## src/rtl/eg_enc_pkg.sv

```systemverilog
package eg_enc_pkg;
  localparam int INFO_W  = 7;
  localparam int CODE_W  = 15;
  localparam int CHECK_W = CODE_W - INFO_W;
  // generator polynomial, bit i = coefficient of x^i
  localparam logic [CHECK_W:0] GEN_POLY = 9'h1D1;
  localparam logic [CHECK_W-1:0] GEN_LOW = GEN_POLY[CHECK_W-1:0];

  typedef struct packed {
    logic capture;
    logic codeValid;
  } encStrobes_t;

  // x^p mod g(x)
  function automatic logic [CHECK_W-1:0] powRem(input int p);
    logic [CHECK_W-1:0] r;
    logic top;
    r = CHECK_W'(1);
    for (int s = 0; s < p; s++) begin
      top = r[CHECK_W-1];
      r = {r[CHECK_W-2:0], 1'b0};
      if (top) r = r ^ GEN_LOW;
    end
    return r;
  endfunction

  // data bits feeding check bit j
  function automatic logic [INFO_W-1:0] checkMask(input int j);
    logic [INFO_W-1:0] m;
    logic [CHECK_W-1:0] rem;
    m = '0;
    for (int i = 0; i < INFO_W; i++) begin
      rem = powRem(CHECK_W + i);
      m[i] = rem[j];
    end
    return m;
  endfunction

  // remainder of a codeword polynomial by g(x)
  function automatic logic [CHECK_W-1:0] syndromeOf(input logic [CODE_W-1:0] c);
    logic [CHECK_W-1:0] r;
    logic top;
    r = '0;
    for (int i = CODE_W - 1; i >= 0; i--) begin
      top = r[CHECK_W-1];
      r = {r[CHECK_W-2:0], c[i]};
      if (top) r = r ^ GEN_LOW;
    end
    return r;
  endfunction
endpackage

```

## src/rtl/eg_enc_ctrl.sv

```systemverilog
module eg_enc_ctrl
  import eg_enc_pkg::*;
#(
  parameter bit REGISTERED = 1'b1
) (
  input  logic        clk,
  input  logic        rstN,
  input  logic        inValid,
  output encStrobes_t strobes
);
  logic validOut;

  generate
    if (REGISTERED) begin : g_reg
      always_ff @(posedge clk or negedge rstN) begin
        if (!rstN) validOut <= 1'b0;
        else       validOut <= inValid;
      end

      p_valid_follow_r6: assert property (@(posedge clk) disable iff (!rstN)
        inValid |=> validOut);
      p_valid_drop_r6: assert property (@(posedge clk) disable iff (!rstN)
        !inValid |=> !validOut);
    end else begin : g_comb
      always_comb validOut = inValid;
    end
  endgenerate

  always_comb begin
    strobes.capture   = inValid;
    strobes.codeValid = validOut;
  end
endmodule

```

## src/rtl/eg_enc_datapath.sv

```systemverilog
module eg_enc_datapath
  import eg_enc_pkg::*;
#(
  parameter bit REGISTERED = 1'b1
) (
  input  logic              clk,
  input  logic              rstN,
  input  encStrobes_t       strobes,
  input  logic [INFO_W-1:0] dataIn,
  output logic [CODE_W-1:0] codeOut
);
  logic [CHECK_W-1:0] checkBits;
  logic [CODE_W-1:0]  codeComb;

  generate
    for (genvar j = 0; j < CHECK_W; j++) begin : g_check
      localparam logic [INFO_W-1:0] MASK = checkMask(j);
      always_comb checkBits[j] = ^(dataIn & MASK);
    end
  endgenerate

  always_comb codeComb = {checkBits, dataIn};

  generate
    if (REGISTERED) begin : g_reg
      logic [CODE_W-1:0] codeQ;
      always_ff @(posedge clk or negedge rstN) begin
        if (!rstN)                codeQ <= '0;
        else if (strobes.capture) codeQ <= codeComb;
      end
      always_comb codeOut = codeQ;

      p_hold_r6: assert property (@(posedge clk) disable iff (!rstN)
        !strobes.capture |=> $stable(codeOut));
      p_systematic_r1: assert property (@(posedge clk) disable iff (!rstN)
        strobes.capture |=> codeOut[INFO_W-1:0] == $past(dataIn));
    end else begin : g_comb
      always_comb codeOut = strobes.capture ? codeComb : '0;

      p_idle_zero_r7: assert property (@(posedge clk) disable iff (!rstN)
        !strobes.codeValid |-> codeOut == '0);
    end
  endgenerate

  p_syndrome_r2: assert property (@(posedge clk) disable iff (!rstN)
    strobes.codeValid |-> syndromeOf(codeOut) == '0);
  p_zero_word_r4: assert property (@(posedge clk) disable iff (!rstN)
    dataIn == '0 |-> checkBits == '0);
endmodule

```

## src/rtl/eg_ldpc_encoder.sv

```systemverilog
module eg_ldpc_encoder
  import eg_enc_pkg::*;
#(
  parameter bit REGISTERED = 1'b1
) (
  input  logic              clk,
  input  logic              rstN,
  input  logic              inValid,
  input  logic [INFO_W-1:0] inData,
  output logic              outValid,
  output logic [CODE_W-1:0] outCode
);
  encStrobes_t strobes;

  eg_enc_ctrl #(.REGISTERED(REGISTERED)) u_ctrl (
    .clk     (clk),
    .rstN    (rstN),
    .inValid (inValid),
    .strobes (strobes)
  );

  eg_enc_datapath #(.REGISTERED(REGISTERED)) u_dp (
    .clk     (clk),
    .rstN    (rstN),
    .strobes (strobes),
    .dataIn  (inData),
    .codeOut (outCode)
  );

  always_comb outValid = strobes.codeValid;
endmodule

```

## config.mk

```make
export PLATFORM = sky130hd
export DESIGN_NAME = eg_ldpc_encoder
export DESIGN_NICKNAME = d
export VERILOG_FILES = /design/src/rtl/eg_enc_pkg.sv /design/src/rtl/eg_enc_ctrl.sv /design/src/rtl/eg_enc_datapath.sv /design/src/rtl/eg_ldpc_encoder.sv
export SDC_FILE = /design/constraint.sdc
export NUM_CORES = 1
export LEC_CHECK = 0
export ABC_AREA = 1
export BUFFER_PORTS_ARGS = -buffer_cell sky130_fd_sc_hd__buf_2
export CAP_MARGIN = 20
export CELL_PAD_IN_SITES_DETAIL_PLACEMENT = 0
export CELL_PAD_IN_SITES_GLOBAL_PLACEMENT = 1
export CORE_MARGIN = 8
export CORE_UTILIZATION = 32
export CTS_CLUSTER_DIAMETER = 80
export CTS_CLUSTER_SIZE = 40
export DETAILED_ROUTE_END_ITERATION = 8
export GPL_ROUTABILITY_DRIVEN = 0
export PLACE_DENSITY_LB_ADDON = 0.1
export SLEW_MARGIN = 20
export SYNTH_ARGS = -nofsm -noshare
export SYNTH_HDL_FRONTEND = slang
export SYNTH_SLANG_ARGS = --single-unit
export TNS_END_PERCENT = 20
```

## constraint.sdc

```tcl
create_clock -name clk -period 0.8 [get_ports clk]
set_input_delay 0.16 -clock clk [delete_from_list [all_inputs] [get_ports clk]]
set_output_delay 0.16 -clock clk [all_outputs]
set_load 0.01 [all_outputs]
```

# Word-level counts from Yosys, hierarchy flattened
# Index checks and enable logic that the tools add are counted.
[classes]
n_addsub = 0
n_mul = 0
n_div = 0
order_cmp = 0
n_eq_ne = 0
shift = 0
n_mux = 0
bitwise = 0
reduce_logical = 8
[op_table]
columns = ["op", "count"]
rows = [
  ["$reduce_xor 7->1", 8],
]
[word_totals]
register_bits = 16
latchBits = 0
ram_bits = 0
rom_bits = 0
out_inout_bits = 16
wordCells = 10
mem_count = 0

# Depth between registers and ports, before layout
# Gate-level depths: netlist (run 1).
[logic_depth]
depth_word = 1
mapped_depth = 7
depth_no_buf = 7

# By module
# A second synthesis (run 1) with hierarchy kept.
[unflattened]
hier_cells = 106
hier_area_um2 = 847.1
[by_module_without_submodules]
columns = ["mod", "instances", "cells_per_inst", "area_per_inst_um2", "seq_area_each_um2"]
rows = [
  ["eg_enc_datapath", 1, 103, 807.0, 375.4],
  ["eg_enc_ctrl", 1, 3, 40.0, 25.0],
]

# Worst setup path after synthesis (run 1)
# OpenSTA, ideal clock, no wires.
[synth_path]
path_kind = "input -> register"
start = "input inData[5]"
end = "register u_dp.g_reg.codeQ[12], in the netlist u_dp.codeOut[12]"
t_arrival_ns = 0.689
required_time_ns = 0.683
setup_slack_ns = -0.007
cell_stages = 5
path_buffers = 1
cell_sequence = "clkbuf_2 > xor2_1 > nand3_1 > nand3_1 > nand2_1"
[synth_via]
elab_chain_cells = 1
[synth_lines]
columns = ["element", "line", "rtl"]
rows = [
  ["from (decl)", "eg_ldpc_encoder.sv:9", "input logic [INFO_W-1:0] inData,"],
  ["$reduce_xor 7->1", "eg_enc_datapath.sv:18", "always_comb checkBits[j] = ^(dataIn & MASK);"],
  ["to (signal assigned)", "eg_enc_datapath.sv:29", "else if (strobes.capture) codeQ <= codeComb;"],
  ["to (decl)", "eg_enc_datapath.sv:26", "logic [CODE_W-1:0] codeQ;"],
]
# Every way passes these cells.
# A chain may end at the register's enable or synchronous reset.

# Worst setup path after layout (run 1)
[layout_path]
start = "register u_dp.g_reg.codeQ[5], in the netlist u_dp.codeOut[5]"
end = "output outCode[5]"
[layout_lines]
columns = ["element", "line", "rtl"]
rows = [
  ["to (decl)", "eg_ldpc_encoder.sv:11", "output logic [CODE_W-1:0] outCode"],
]
# No word-level cell between the ends.

==> metrics.txt, run 1 <==
# TYPE chip_impl_metric gauge
chip_impl_metric{name="syn-mean-instance-area",unit="sq um"} 8.333
chip_impl_metric{name="final_nets",unit=""} 150
chip_impl_metric{name="htree_num_levels",unit=""} 1
chip_impl_info{name="crit_path_end_kind",value="primary output"} 1
chip_impl_metric{name="floorplan.initialDensity",unit="%"} 33.64
chip_impl_info{name="critical_path_class",value="reg -> out"} 1
chip_impl_metric{name="post_route_antenna_net_violation_count",unit=""} 0
chip_impl_metric{name="drive_above_1_share",unit="%"} 38.41
chip_impl_metric{name="netlist_area",unit="sq um"} 833.3
chip_impl_metric{name="worstSkewPairLatency",unit="ns"} 0.28
chip_impl_metric{name="setup_viol",unit=""} 17
chip_impl_metric{name="die_height",unit="microns"} 67.03
chip_impl_metric{name="cp_num_buf_inv",unit=""} 1
chip_impl_metric{name="final.setup.worst_slack",unit="ns"} -0.1707
chip_impl_metric{name="global_route.overflow_total",unit=""} 0
chip_impl_metric{name="drt-vias-per-instance",unit=""} 4.673
chip_impl_metric{name="synth-seq-area-share",unit="%"} 48.05
chip_impl_metric{name="drt_drc_violations_left",unit=""} 0
chip_impl_metric{name="final.period_utilization",unit="%"} 121.3
chip_impl_metric{name="postRouteWirelength",unit="mm"} 2.102
chip_impl_metric{name="syn2layout_area_growth",unit="%"} 33.78
chip_impl_info{name="cp_top_family",value="flip-flops"} 1
chip_impl_info{name="slowest_stage",value="sky130_fd_sc_hd__dfrtp_1"} 1
chip_impl_info{name="grt.busiest_layer",value="met2"} 1
chip_impl_metric{name="core_area",unit="sq mm"} 0.002477
chip_impl_metric{name="dp_worst_setup_slack",unit="ns"} -0.1625
chip_impl_metric{name="power_density",unit="mW/mm^2"} 1690
chip_impl_metric{name="number_of_iterations_in_the_first_detailed_routing_pass",unit=""} 4
chip_impl_metric{name="final_core_utilization",unit="%"} 45.00
chip_impl_metric{name="dp_hpwl",unit="mm"} 1.657
chip_impl_metric{name="first_global_vias",unit=""} 807
chip_impl_metric{name="grt_start_max_net_pins",unit=""} 17
chip_impl_info{name="worstPathCellList",value="buf_2"} 1
chip_impl_metric{name="core_rows",unit=""} 18
chip_impl_metric{name="ys_seq_elements",unit=""} 16
chip_impl_metric{name="antenna_cells",unit=""} 0
chip_impl_metric{name="min_period",unit="ns"} 0.9707
chip_impl_info{name="worst_setup_start_kind",value="flop"} 1
chip_impl_metric{name="arrival_time_at_the_worst_endpoint",unit="ns"} 0.81
chip_impl_metric{name="postPlaceCellArea",unit="sq mm"} 0.001041
chip_impl_metric{name="worst-path-max-fanout",unit=""} 2
chip_impl_metric{name="worst_hold_slack",unit="ns"} 0.1871
chip_impl_info{name="clock-root-buffer",value="sky130_fd_sc_hd__clkbuf_4"} 1
chip_impl_metric{name="cts_num_sinks",unit=""} 16
chip_impl_metric{name="grtUsageMet3",unit="%"} 2.517
chip_impl_metric{name="post_layout_nonfiller_instances",unit=""} 168
chip_impl_metric{name="fin_worst_skew",unit="ns"} 0
chip_impl_metric{name="grt_use_total",unit="%"} 10.40
chip_impl_info{name="worst_hold_path_type",value="in -> reg"} 1
chip_impl_metric{name="routed-via-count",unit=""} 785
chip_impl_metric{name="cts_inserted_buffers",unit=""} 3
chip_impl_info{name="failed_checks",value="negative setup slack"} 1
chip_impl_metric{name="maximum_clock_path_buffer_count",unit=""} 2
chip_impl_info{name="grt_setup_unrepaired",value="true"} 1
chip_impl_metric{name="synth_cell_types",unit=""} 19
chip_impl_metric{name="synth.net_count",unit=""} 110
chip_impl_metric{name="wire_length_of_the_first_global_routing_pass",unit="mm"} 3.622
chip_impl_metric{name="gr-usage-met2",unit="%"} 17.44
chip_impl_metric{name="leakagePower",unit="nW"} 0.5961
chip_impl_metric{name="yosysWarningCount",unit=""} 0
chip_impl_metric{name="fin_area",unit="sq mm"} 0.001115
chip_impl_info{name="final_cell_mix",value="sky130_fd_sc_hd__nand2_1, sky130_fd_sc_hd__buf_2, sky130_fd_sc_hd__dfrtp_1, sky130_fd_sc_hd__nand3_1, sky130_fd_sc_hd__buf_4"} 1
chip_impl_metric{name="critical-path-max-stage-delay",unit="ns"} 0.39
chip_impl_metric{name="endpoint_required_time_on_the_critical_path",unit="ns"} 0.64
chip_impl_metric{name="ir_worst_vdd",unit="V"} 0.0008238
chip_impl_metric{name="placement.io_buffers",unit=""} 25
chip_impl_metric{name="avgRoutedWirePerCell",unit="microns"} 12.51
chip_impl_metric{name="fillers",unit=""} 255
chip_impl_info{name="tritoncts",value="yes"} 1
chip_impl_metric{name="tightestPinTransition",unit="ns"} 0.3742
chip_impl_metric{name="global_route.usage.met1",unit="%"} 11.88
chip_impl_info{name="layout_commonest_cell",value="sky130_fd_sc_hd__nand2_1"} 1
chip_impl_metric{name="setup_total_negative_slack",unit="ns"} -2.610
chip_impl_metric{name="max_cap_viol_count",unit=""} 0
chip_impl_metric{name="fp.dieW",unit="microns"} 67.03
chip_impl_metric{name="die-area",unit="sq mm"} 0.004493
chip_impl_metric{name="detail_route.iter0.violations",unit=""} 12
chip_impl_metric{name="final_hold_vios",unit=""} 0
chip_impl_metric{name="max_slew_headroom",unit="%"} 75.05
chip_impl_metric{name="dp_cells",unit=""} 160
chip_impl_metric{name="clk_pin_slew_worst_paths",unit="ns"} 0.09
chip_impl_metric{name="finalPower",unit="mW"} 1.884
chip_impl_metric{name="design.portCount",unit=""} 26
chip_impl_metric{name="finalMaxSlewViolations",unit=""} 0
chip_impl_info{name="outcome",value="finished with violations"} 1
chip_impl_metric{name="antenna_found_initial",unit=""} 0
chip_impl_metric{name="max_freq",unit="MHz"} 1030
chip_impl_metric{name="post_synth_inst_count",unit=""} 100
## report_power, final
part	internal (mW)	total (mW)	switching, mW
logic	0.237	0.525	0.288
clock network	0.174	0.419	0.245
registers	0.898	0.939	0.0415
total	1.31	1.88	0.574
## cell usage after synthesis
cell type | number | area share [%]
sky130_fd_sc_hd__xor2_1 | 5 | 5.3
sky130_fd_sc_hd__nand3_2 | 1 | 1.2
sky130_fd_sc_hd__nand2_2 | 3 | 2.3
sky130_fd_sc_hd__nand2_4 | 2 | 2.7
sky130_fd_sc_hd__nand2_1 | 30 | 14
sky130_fd_sc_hd__inv_2 | 4 | 1.8
sky130_fd_sc_hd__a31oi_1 | 2 | 1.5
sky130_fd_sc_hd__o211ai_1 | 1 | 0.90
sky130_fd_sc_hd__nand3_1 | 15 | 9.0
sky130_fd_sc_hd__buf_4 | 2 | 1.8
sky130_fd_sc_hd__o21ai_0 | 5 | 3.0
sky130_fd_sc_hd__nor2_1 | 4 | 1.8
sky130_fd_sc_hd__a22oi_1 | 2 | 1.8
sky130_fd_sc_hd__dfrtp_1 | 16 | 48
sky130_fd_sc_hd__xnor2_1 | 2 | 2.1
sky130_fd_sc_hd__clkbuf_2 | 1 | 0.60
sky130_fd_sc_hd__buf_2 | 2 | 1.2
sky130_fd_sc_hd__o21ai_1 | 1 | 0.60
sky130_fd_sc_hd__inv_1 | 2 | 0.90
## final cells by class
class                           instances  area (sq um)  area share (%)
Sequential cell                        16         400.4           35.91
Multi-Input combinational cell         73         385.4           34.57
Timing Repair Buffer                   40         246.5           22.11
Tap cell                               30         37.54           3.367
Clock buffer                            3         22.52           2.020
Inverter                                6         22.52           2.020
## final timing paths
check | from | to | slack [ns] | depth (start not counted)
min reg2reg | u_dp.codeOut[4] | u_dp.codeOut[4] | 0.48 | 2
max | u_dp.codeOut[5] | outCode[5] | -0.17 | 1
min | inValid | u_ctrl.validOut | 0.19 | 2
max reg2reg | u_dp.codeOut[9] | u_dp.codeOut[9] | -0.05 | 3
max in group asynchronous | rstN | u_dp.codeOut[12] | 0.21 | 2
min in group asynchronous | rstN | u_dp.codeOut[3] | 0.32 | 2
## registers in the layout, summed over array words and instances, names as in the netlist
| signal | count |
|---|---|
| u_ctrl.validOut | 1 |
| u_dp.codeOut | 15 |
## metal layers
metal	vias to the layer above	part of all wire [%]
li1	403	-
met1	366	47
met2	14	46
met3	2	5.8
met4	0	0.71
met5	-	0
## logic make-up after synthesis
logic type	synth area share (%)
and+or+nand+nor	30.48
xor gates and xnor gates	7.358
AOI/OAI and AO/OA	7.806
DFF	48.05
buffers and inverters	6.305
## repair_timing
action                                 in CTS  in global routing
resized for setup                           0                  3
pin swaps                                   0                  1
gates cloned                                0                  0
hold buffers                                1                  0
setup endpoints to repair                  16                 18
endpoints found under the hold margin      16                  0
buffers inserted                            2                  2
No activity file was read; power rests on OpenSTA's default activity.
==> run 2, diff against run 1 <==
- REMOVE_ABC_BUFFERS: unset -> 1
==> run 2 against run 1 <==
Effect of this change: die area is the same; the flow still finishes with violations (negative setup slack); first-iteration DRC count grew 67%; largest cell class unchanged; global-route usage increased by 0.18 points; setup slack lost 0.015 ns; via count fell by 2.8%; highest routed layer unchanged; critical endpoint is now outCode[1].
==> metrics.txt, run 2 (synthesis gave the netlist of run 1 again) <==
# TYPE chip_impl_metric gauge
chip_impl_metric{name="tightestPinTransition",unit="ns"} 0.3783
chip_impl_info{name="cp_top_family",value="flip-flops"} 1
chip_impl_metric{name="final_nets",unit=""} 149
chip_impl_metric{name="post_route_antenna_net_violation_count",unit=""} 0
chip_impl_metric{name="fin_area",unit="sq mm"} 0.001136
chip_impl_metric{name="max_slew_headroom",unit="%"} 74.78
chip_impl_metric{name="worstSkewPairLatency",unit="ns"} 0.29
chip_impl_metric{name="power.sequential.fraction",unit="%"} 46.2
chip_impl_metric{name="cp_num_buf_inv",unit=""} 1
chip_impl_metric{name="wire_length_of_the_first_global_routing_pass",unit="mm"} 3.657
chip_impl_metric{name="pwr-share-clk",unit="%"} 27.1
chip_impl_metric{name="power.combinational.fraction",unit="%"} 26.7
chip_impl_metric{name="power_switching_share",unit="%"} 29.96
chip_impl_metric{name="die_height",unit="microns"} 67.03
chip_impl_metric{name="floorplan.initialDensity",unit="%"} 33.64
chip_impl_info{name="worst_hold_path_type",value="in -> reg"} 1
chip_impl_info{name="clock-root-buffer",value="sky130_fd_sc_hd__clkbuf_4"} 1
chip_impl_metric{name="drt-vias-per-instance",unit=""} 4.542
chip_impl_metric{name="setup_viol",unit=""} 18
chip_impl_info{name="worstPathCellList",value="buf_2"} 1
chip_impl_metric{name="finalPower",unit="mW"} 2.037
chip_impl_metric{name="avgRoutedWirePerCell",unit="microns"} 12.67
chip_impl_metric{name="placement.io_buffers",unit=""} 25
chip_impl_info{name="grt_setup_unrepaired",value="true"} 1
chip_impl_metric{name="critical-path-max-stage-delay",unit="ns"} 0.39
chip_impl_metric{name="fp.dieW",unit="microns"} 67.03
chip_impl_info{name="worst_setup_start_kind",value="flop"} 1
chip_impl_info{name="crit_path_end_kind",value="primary output"} 1
chip_impl_metric{name="core_area",unit="sq mm"} 0.002477
chip_impl_metric{name="post_layout_nonfiller_instances",unit=""} 168
chip_impl_metric{name="htree_num_levels",unit=""} 1
chip_impl_metric{name="core_rows",unit=""} 18
chip_impl_metric{name="dp_cells",unit=""} 160
chip_impl_info{name="final_cell_mix",value="sky130_fd_sc_hd__nand2_1, sky130_fd_sc_hd__buf_2, sky130_fd_sc_hd__dfrtp_1, sky130_fd_sc_hd__nand3_1, sky130_fd_sc_hd__buf_4"} 1
chip_impl_metric{name="internal-power",unit="mW"} 1.427
chip_impl_info{name="tritoncts",value="yes"} 1
chip_impl_metric{name="worst-path-max-fanout",unit=""} 2
chip_impl_metric{name="design.portCount",unit=""} 26
chip_impl_metric{name="grt_start_max_net_pins",unit=""} 17
chip_impl_metric{name="number_of_iterations_in_the_first_detailed_routing_pass",unit=""} 4
chip_impl_metric{name="detail_route.iter0.violations",unit=""} 20
chip_impl_metric{name="total_switching_power",unit="uW"} 610.4
chip_impl_metric{name="fin_worst_skew",unit="ns"} 0
chip_impl_metric{name="dp_hpwl",unit="mm"} 1.631
chip_impl_metric{name="finalMaxSlewViolations",unit=""} 0
chip_impl_info{name="failed_checks",value="negative setup slack"} 1
chip_impl_info{name="critical_path_class",value="reg -> out"} 1
chip_impl_metric{name="max_cap_viol_count",unit=""} 0
chip_impl_metric{name="antenna_cells",unit=""} 0
chip_impl_metric{name="final.period_utilization",unit="%"} 123.2
chip_impl_metric{name="drt_drc_violations_left",unit=""} 0
chip_impl_info{name="layout_commonest_cell",value="sky130_fd_sc_hd__nand2_1"} 1
chip_impl_metric{name="min_period",unit="ns"} 0.9855
chip_impl_metric{name="maximum_clock_path_buffer_count",unit=""} 2
chip_impl_metric{name="postPlaceCellArea",unit="sq mm"} 0.001041
chip_impl_metric{name="drive_above_1_share",unit="%"} 39.13
chip_impl_metric{name="largest_reg_flops",unit=""} 15
chip_impl_info{name="outcome",value="finished with violations"} 1
chip_impl_metric{name="leakagePower",unit="nW"} 0.6037
chip_impl_metric{name="syn2layout_area_growth",unit="%"} 36.34
chip_impl_metric{name="final_hold_vios",unit=""} 0
chip_impl_info{name="slowest_stage",value="sky130_fd_sc_hd__dfrtp_1"} 1
chip_impl_metric{name="max_freq",unit="MHz"} 1015
chip_impl_metric{name="cts_inserted_buffers",unit=""} 3
chip_impl_metric{name="grt_use_total",unit="%"} 10.58
chip_impl_metric{name="routed-via-count",unit=""} 763
chip_impl_metric{name="postRouteWirelength",unit="mm"} 2.129
chip_impl_metric{name="antenna_found_initial",unit=""} 0
chip_impl_metric{name="die-area",unit="sq mm"} 0.004493
chip_impl_metric{name="power_density",unit="mW/mm^2"} 1793
chip_impl_metric{name="arrival_time_at_the_worst_endpoint",unit="ns"} 0.83
chip_impl_metric{name="global_route.overflow_total",unit=""} 0
chip_impl_metric{name="ir_worst_vdd",unit="V"} 0.0009050
chip_impl_metric{name="first_global_vias",unit=""} 813
chip_impl_metric{name="final.setup.worst_slack",unit="ns"} -0.1855
chip_impl_metric{name="endpoint_required_time_on_the_critical_path",unit="ns"} 0.64
chip_impl_metric{name="cts_num_sinks",unit=""} 16
chip_impl_metric{name="clk_pin_slew_worst_paths",unit="ns"} 0.10
run 2: cell count changes in the layout (fill, tap and decap cells not counted):
cell | before | now
sky130_fd_sc_hd__buf_2 | 24 | 22
sky130_fd_sc_hd__nand2_2 | 3 | 4
sky130_fd_sc_hd__clkbuf_8 | 0 | 1
sky130_fd_sc_hd__buf_6 | 1 | 3
sky130_fd_sc_hd__nand2_1 | 30 | 29
sky130_fd_sc_hd__buf_4 | 14 | 13
run 2: layer usage:
layer	wire length (microns)	share of wire (%)	track usage, %	vias up
met5	0	0	0	-
li1	-	-	-	400
met3	105	4.9	2.517	4
met2	926	43	16.25	15
met4	29	1.4	4.700	0
met1	1067	50	13.67	344
run 2: worst paths after layout:
| kind | start | endpoint | slack [ns] | cells after the start |
|---|---|---|---|---|
| hold reg to reg | u_dp.codeOut[6] | u_dp.codeOut[6] | 0.48 | 2 |
| hold / removal | inValid | u_ctrl.validOut | 0.15 | 2 |
| setup / recovery | u_dp.codeOut[1] | outCode[1] | -0.19 | 1 |
| max in group asynchronous | rstN | u_dp.codeOut[14] | 0.22 | 2 |
| setup reg to reg | u_dp.codeOut[14] | u_dp.codeOut[14] | -0.04 | 3 |
| min in group asynchronous | rstN | u_dp.codeOut[3] | 0.31 | 2 |
run 2: per-stage QoR:
step | TNS [ns] | utilization, % | setup WS, ns | hold WS, ns
final | -2.850 | 45.86 | -0.1855 | 0.1492
after global routing | -3.417 | 45.86 | -0.2169 | 0.1443
after CTS | -3.019 | 44.70 | -0.1935 | 0.1384
after detailed placement | -0.7716 | 42.02 | -0.1441 | 0.1064
after global placement | -0.6062 | 42.02 | -0.1399 | 0.09645
after floorplan | 0 | - | 0.02329 | -0.1356
run 2: timing repair:
action	CTS	global route
gates resized for setup	1	5
pin swaps	1	1
hold buffers	1	0
hold endpoints to repair	16	0
buffers inserted	2	1
setup endpoints to repair	16	18
run 2: final cells by class:
| class | count | area, sq um |
|---|---|---|
| tap | 30 | 37.54 |
| fill | 285 | 1341 |
| multi-input combinational | 73 | 387.9 |
| inverter | 6 | 22.52 |
| sequential | 16 | 400.4 |
| timing repair buffer | 39 | 251.5 |
| clock buffer | 4 | 36.28 |
run 2: power by group through the flow:
stage                     combinational, mW  clock [mW]  sequential (mW)
final                                 0.544       0.552            0.942
after global routing                  0.612       0.580            0.957
after CTS                             0.526       0.563            0.940
after detailed placement              0.492           0            0.955
after global placement                0.491           0            0.953
after floorplan                       0.195           0             1.00
==> run 3, diff against run 2 <==
- CELL_PAD_IN_SITES_DETAIL_PLACEMENT: 0 -> unset
- CELL_PAD_IN_SITES_GLOBAL_PLACEMENT: 1 -> unset
- CORE_UTILIZATION: 32 -> 44
- PLACE_DENSITY: unset -> 0.78
- PLACE_DENSITY_LB_ADDON: 0.1 -> unset
==> run 3 against run 2 <==
Effect of this change: the run still ends with negative setup slack left; hold slack improved by 0.033 ns; clock-buffer cell count shrank 1; setup slack is essentially flat; combinational power decreased by 5.0%; flip-flop and latch count stayed put.
==> metrics.txt, run 3 (synthesis gave the netlist of run 1 again) <==
# TYPE chip_impl_metric gauge
chip_impl_info{name="outcome",value="finished with violations"} 1
chip_impl_info{name="failed_checks",value="negative setup slack"} 1
chip_impl_metric{name="die-area",unit="sq mm"} 0.003543
chip_impl_metric{name="cts_num_sinks",unit=""} 16
chip_impl_metric{name="power.combinational.fraction",unit="%"} 27.6
chip_impl_metric{name="dp_hpwl",unit="mm"} 1.630
chip_impl_metric{name="critical-path-max-stage-delay",unit="ns"} 0.40
chip_impl_metric{name="core_area",unit="sq mm"} 0.001764
chip_impl_metric{name="final_nets",unit=""} 145
chip_impl_metric{name="cp_num_buf_inv",unit=""} 1
chip_impl_metric{name="maximum_clock_path_buffer_count",unit=""} 2
chip_impl_metric{name="antenna_cells",unit=""} 0
chip_impl_metric{name="placement.io_buffers",unit=""} 25
chip_impl_metric{name="global_route.overflow_total",unit=""} 0
chip_impl_info{name="worst_setup_start_kind",value="flop"} 1
chip_impl_metric{name="postRouteWirelength",unit="mm"} 2.055
chip_impl_info{name="worst_hold_path_type",value="in -> reg"} 1
chip_impl_metric{name="max_slew_headroom",unit="%"} 75.38
chip_impl_metric{name="grtUsageMet3",unit="%"} 4.772
chip_impl_metric{name="floorplan.initialDensity",unit="%"} 47.23
chip_impl_metric{name="die_height",unit="microns"} 59.52
chip_impl_metric{name="final_hold_vios",unit=""} 0
chip_impl_info{name="slowest_stage",value="sky130_fd_sc_hd__dfrtp_1"} 1
chip_impl_metric{name="worst_hold_slack",unit="ns"} 0.1827
chip_impl_metric{name="grt_use_total",unit="%"} 12.96
chip_impl_metric{name="internal-power",unit="mW"} 1.300
chip_impl_metric{name="max_cap_viol_count",unit=""} 0
chip_impl_info{name="tritoncts",value="yes"} 1
chip_impl_metric{name="min_period",unit="ns"} 0.9856
chip_impl_metric{name="syn2layout_area_growth",unit="%"} 28.68
chip_impl_metric{name="final.setup.worst_slack",unit="ns"} -0.1856
chip_impl_metric{name="core_rows",unit=""} 15
chip_impl_metric{name="post_route_antenna_net_violation_count",unit=""} 0
chip_impl_metric{name="cts_inserted_buffers",unit=""} 3
chip_impl_metric{name="global_route.usage.met1",unit="%"} 14.65
chip_impl_metric{name="postPlaceCellArea",unit="sq mm"} 0.001005
chip_impl_metric{name="power_density",unit="mW/mm^2"} 1747
chip_impl_metric{name="ir_worst_vdd",unit="V"} 0.001159
chip_impl_metric{name="setup_viol",unit=""} 16
chip_impl_info{name="clock-root-buffer",value="sky130_fd_sc_hd__clkbuf_4"} 1
chip_impl_metric{name="tightestPinTransition",unit="ns"} 0.3693
chip_impl_metric{name="design.portCount",unit=""} 26
chip_impl_metric{name="drive_above_1_share",unit="%"} 35.34
chip_impl_info{name="grt_setup_unrepaired",value="true"} 1
chip_impl_info{name="grt.busiest_layer",value="met2"} 1
chip_impl_metric{name="power.sequential.fraction",unit="%"} 50.4
chip_impl_metric{name="largest_reg_flops",unit=""} 15
chip_impl_metric{name="routed-via-count",unit=""} 781
chip_impl_metric{name="number_of_iterations_in_the_first_detailed_routing_pass",unit=""} 4
chip_impl_info{name="cp_top_family",value="flip-flops"} 1
chip_impl_metric{name="gr-usage-met2",unit="%"} 20.49
chip_impl_metric{name="power_switching_share",unit="%"} 30.59
chip_impl_metric{name="worst-path-max-fanout",unit=""} 2
chip_impl_metric{name="wire_length_of_the_first_global_routing_pass",unit="mm"} 3.505
chip_impl_metric{name="finalMaxSlewViolations",unit=""} 0
chip_impl_metric{name="fp.dieW",unit="microns"} 59.52
chip_impl_metric{name="clk_pin_slew_worst_paths",unit="ns"} 0.08
chip_impl_metric{name="fillers",unit=""} 170
chip_impl_metric{name="fin_area",unit="sq mm"} 0.001072
chip_impl_metric{name="detail_route.iter0.violations",unit=""} 19
chip_impl_metric{name="htree_num_levels",unit=""} 1
chip_impl_metric{name="max_freq",unit="MHz"} 1015
chip_impl_info{name="critical_path_class",value="reg -> out"} 1
chip_impl_metric{name="multi_input_combinational_cell_area",unit="sq um"} 380.4
chip_impl_metric{name="arrival_time_at_the_worst_endpoint",unit="ns"} 0.83
chip_impl_metric{name="avgRoutedWirePerCell",unit="microns"} 13.01
chip_impl_info{name="crit_path_end_kind",value="primary output"} 1
chip_impl_metric{name="pwr-share-clk",unit="%"} 22.0
chip_impl_metric{name="fin_worst_skew",unit="ns"} 0
chip_impl_metric{name="drt_drc_violations_left",unit=""} 0
chip_impl_info{name="final_cell_mix",value="sky130_fd_sc_hd__nand2_1, sky130_fd_sc_hd__buf_2, sky130_fd_sc_hd__dfrtp_1, sky130_fd_sc_hd__nand3_1, sky130_fd_sc_hd__buf_4"} 1
chip_impl_metric{name="endpoint_required_time_on_the_critical_path",unit="ns"} 0.64
chip_impl_metric{name="area.sequential",unit="sq um"} 400.4
chip_impl_metric{name="worstSkewPairLatency",unit="ns"} 0.28
chip_impl_metric{name="final.period_utilization",unit="%"} 123.2
chip_impl_info{name="layout_commonest_cell",value="sky130_fd_sc_hd__nand2_1"} 1
chip_impl_metric{name="leakagePower",unit="nW"} 0.5734
chip_impl_metric{name="antenna_found_initial",unit=""} 0
chip_impl_metric{name="grt_start_max_net_pins",unit=""} 17
chip_impl_metric{name="total_switching_power",unit="uW"} 572.9
chip_impl_metric{name="drt-vias-per-instance",unit=""} 4.943
chip_impl_metric{name="first_global_vias",unit=""} 810
chip_impl_info{name="worstPathCellList",value="buf_2"} 1
==> run 3: cell count changes in the layout (fill, tap and decap cells not counted), sizes merged <==
cell	delta
buf	-4
clkbuf	-1
==> run 3: worst min-delay path: cells and delay by family <==
kind                   cells  cell delay (ns)
buffers and inverters      2             0.17
and+or+nand+nor            2             0.10
==> run 3: power by group through the flow <==
| stage | Combinational (mW) | Clock (mW) | Sequential (mW) |
|---|---|---|---|
| after global routing | 0.577 | 0.452 | 0.955 |
| after floorplan | 0.195 | 0 | 1.00 |
| after global placement | 0.464 | 0 | 0.953 |
| after CTS | 0.492 | 0.433 | 0.944 |
| final | 0.517 | 0.412 | 0.943 |
| after detailed placement | 0.477 | 0 | 0.960 |
==> run 3: worst paths after layout <==
check                                 start  slack (ns)               end  cells past startpoint
setup / recovery           u_dp.codeOut[12]       -0.19       outCode[12]                      1
hold / removal                      inValid        0.18   u_dp.codeOut[5]                      4
setup reg to reg            u_dp.codeOut[9]        0.04   u_dp.codeOut[9]                      2
hold reg to reg             u_dp.codeOut[5]        0.48   u_dp.codeOut[5]                      2
max in group asynchronous              rstN        0.22  u_dp.codeOut[14]                      2
min in group asynchronous              rstN        0.31   u_dp.codeOut[7]                      2
==> run 3: area by class of cell <==
type / instances / area share, %
tap: 25 / 2.917
clock buffer: 3 / 2.100
multi-input combinational: 73 / 35.47
sequential: 16 / 37.34
inverter: 6 / 2.100
timing repair buffer: 35 / 20.07
==> run 3: stage by stage <==
step	setup slack (ns)	cells	utilization (%)	setup TNS (ns)	power (mW)
after floorplan	0.02329	95	-	0	1.199
after global placement	-0.1224	151	56.95	-0.5490	1.417
after detailed placement	-0.1886	151	56.95	-0.8106	1.437
after CTS	-0.2043	156	59.22	-2.859	1.868
after global routing	-0.2141	158	60.78	-3.153	1.984
final	-0.1856	158	60.78	-2.641	1.873
==> run 3: repair_timing <==
action | in CTS | in global routing
resized for setup | 1 | 3
setup endpoints to repair | 17 | 18
endpoints found under the hold margin | 16 | 0
hold buffers | 1 | 0
buffers inserted | 1 | 2
pin swaps | 0 | 1
==> run 3: routing by layer <==
layer / share of wire [%] / wire length, microns
met5: 0 / 0
met4: 1.7 / 35
met3: 7.5 / 155
met2: 47 / 961
met1: 44 / 902
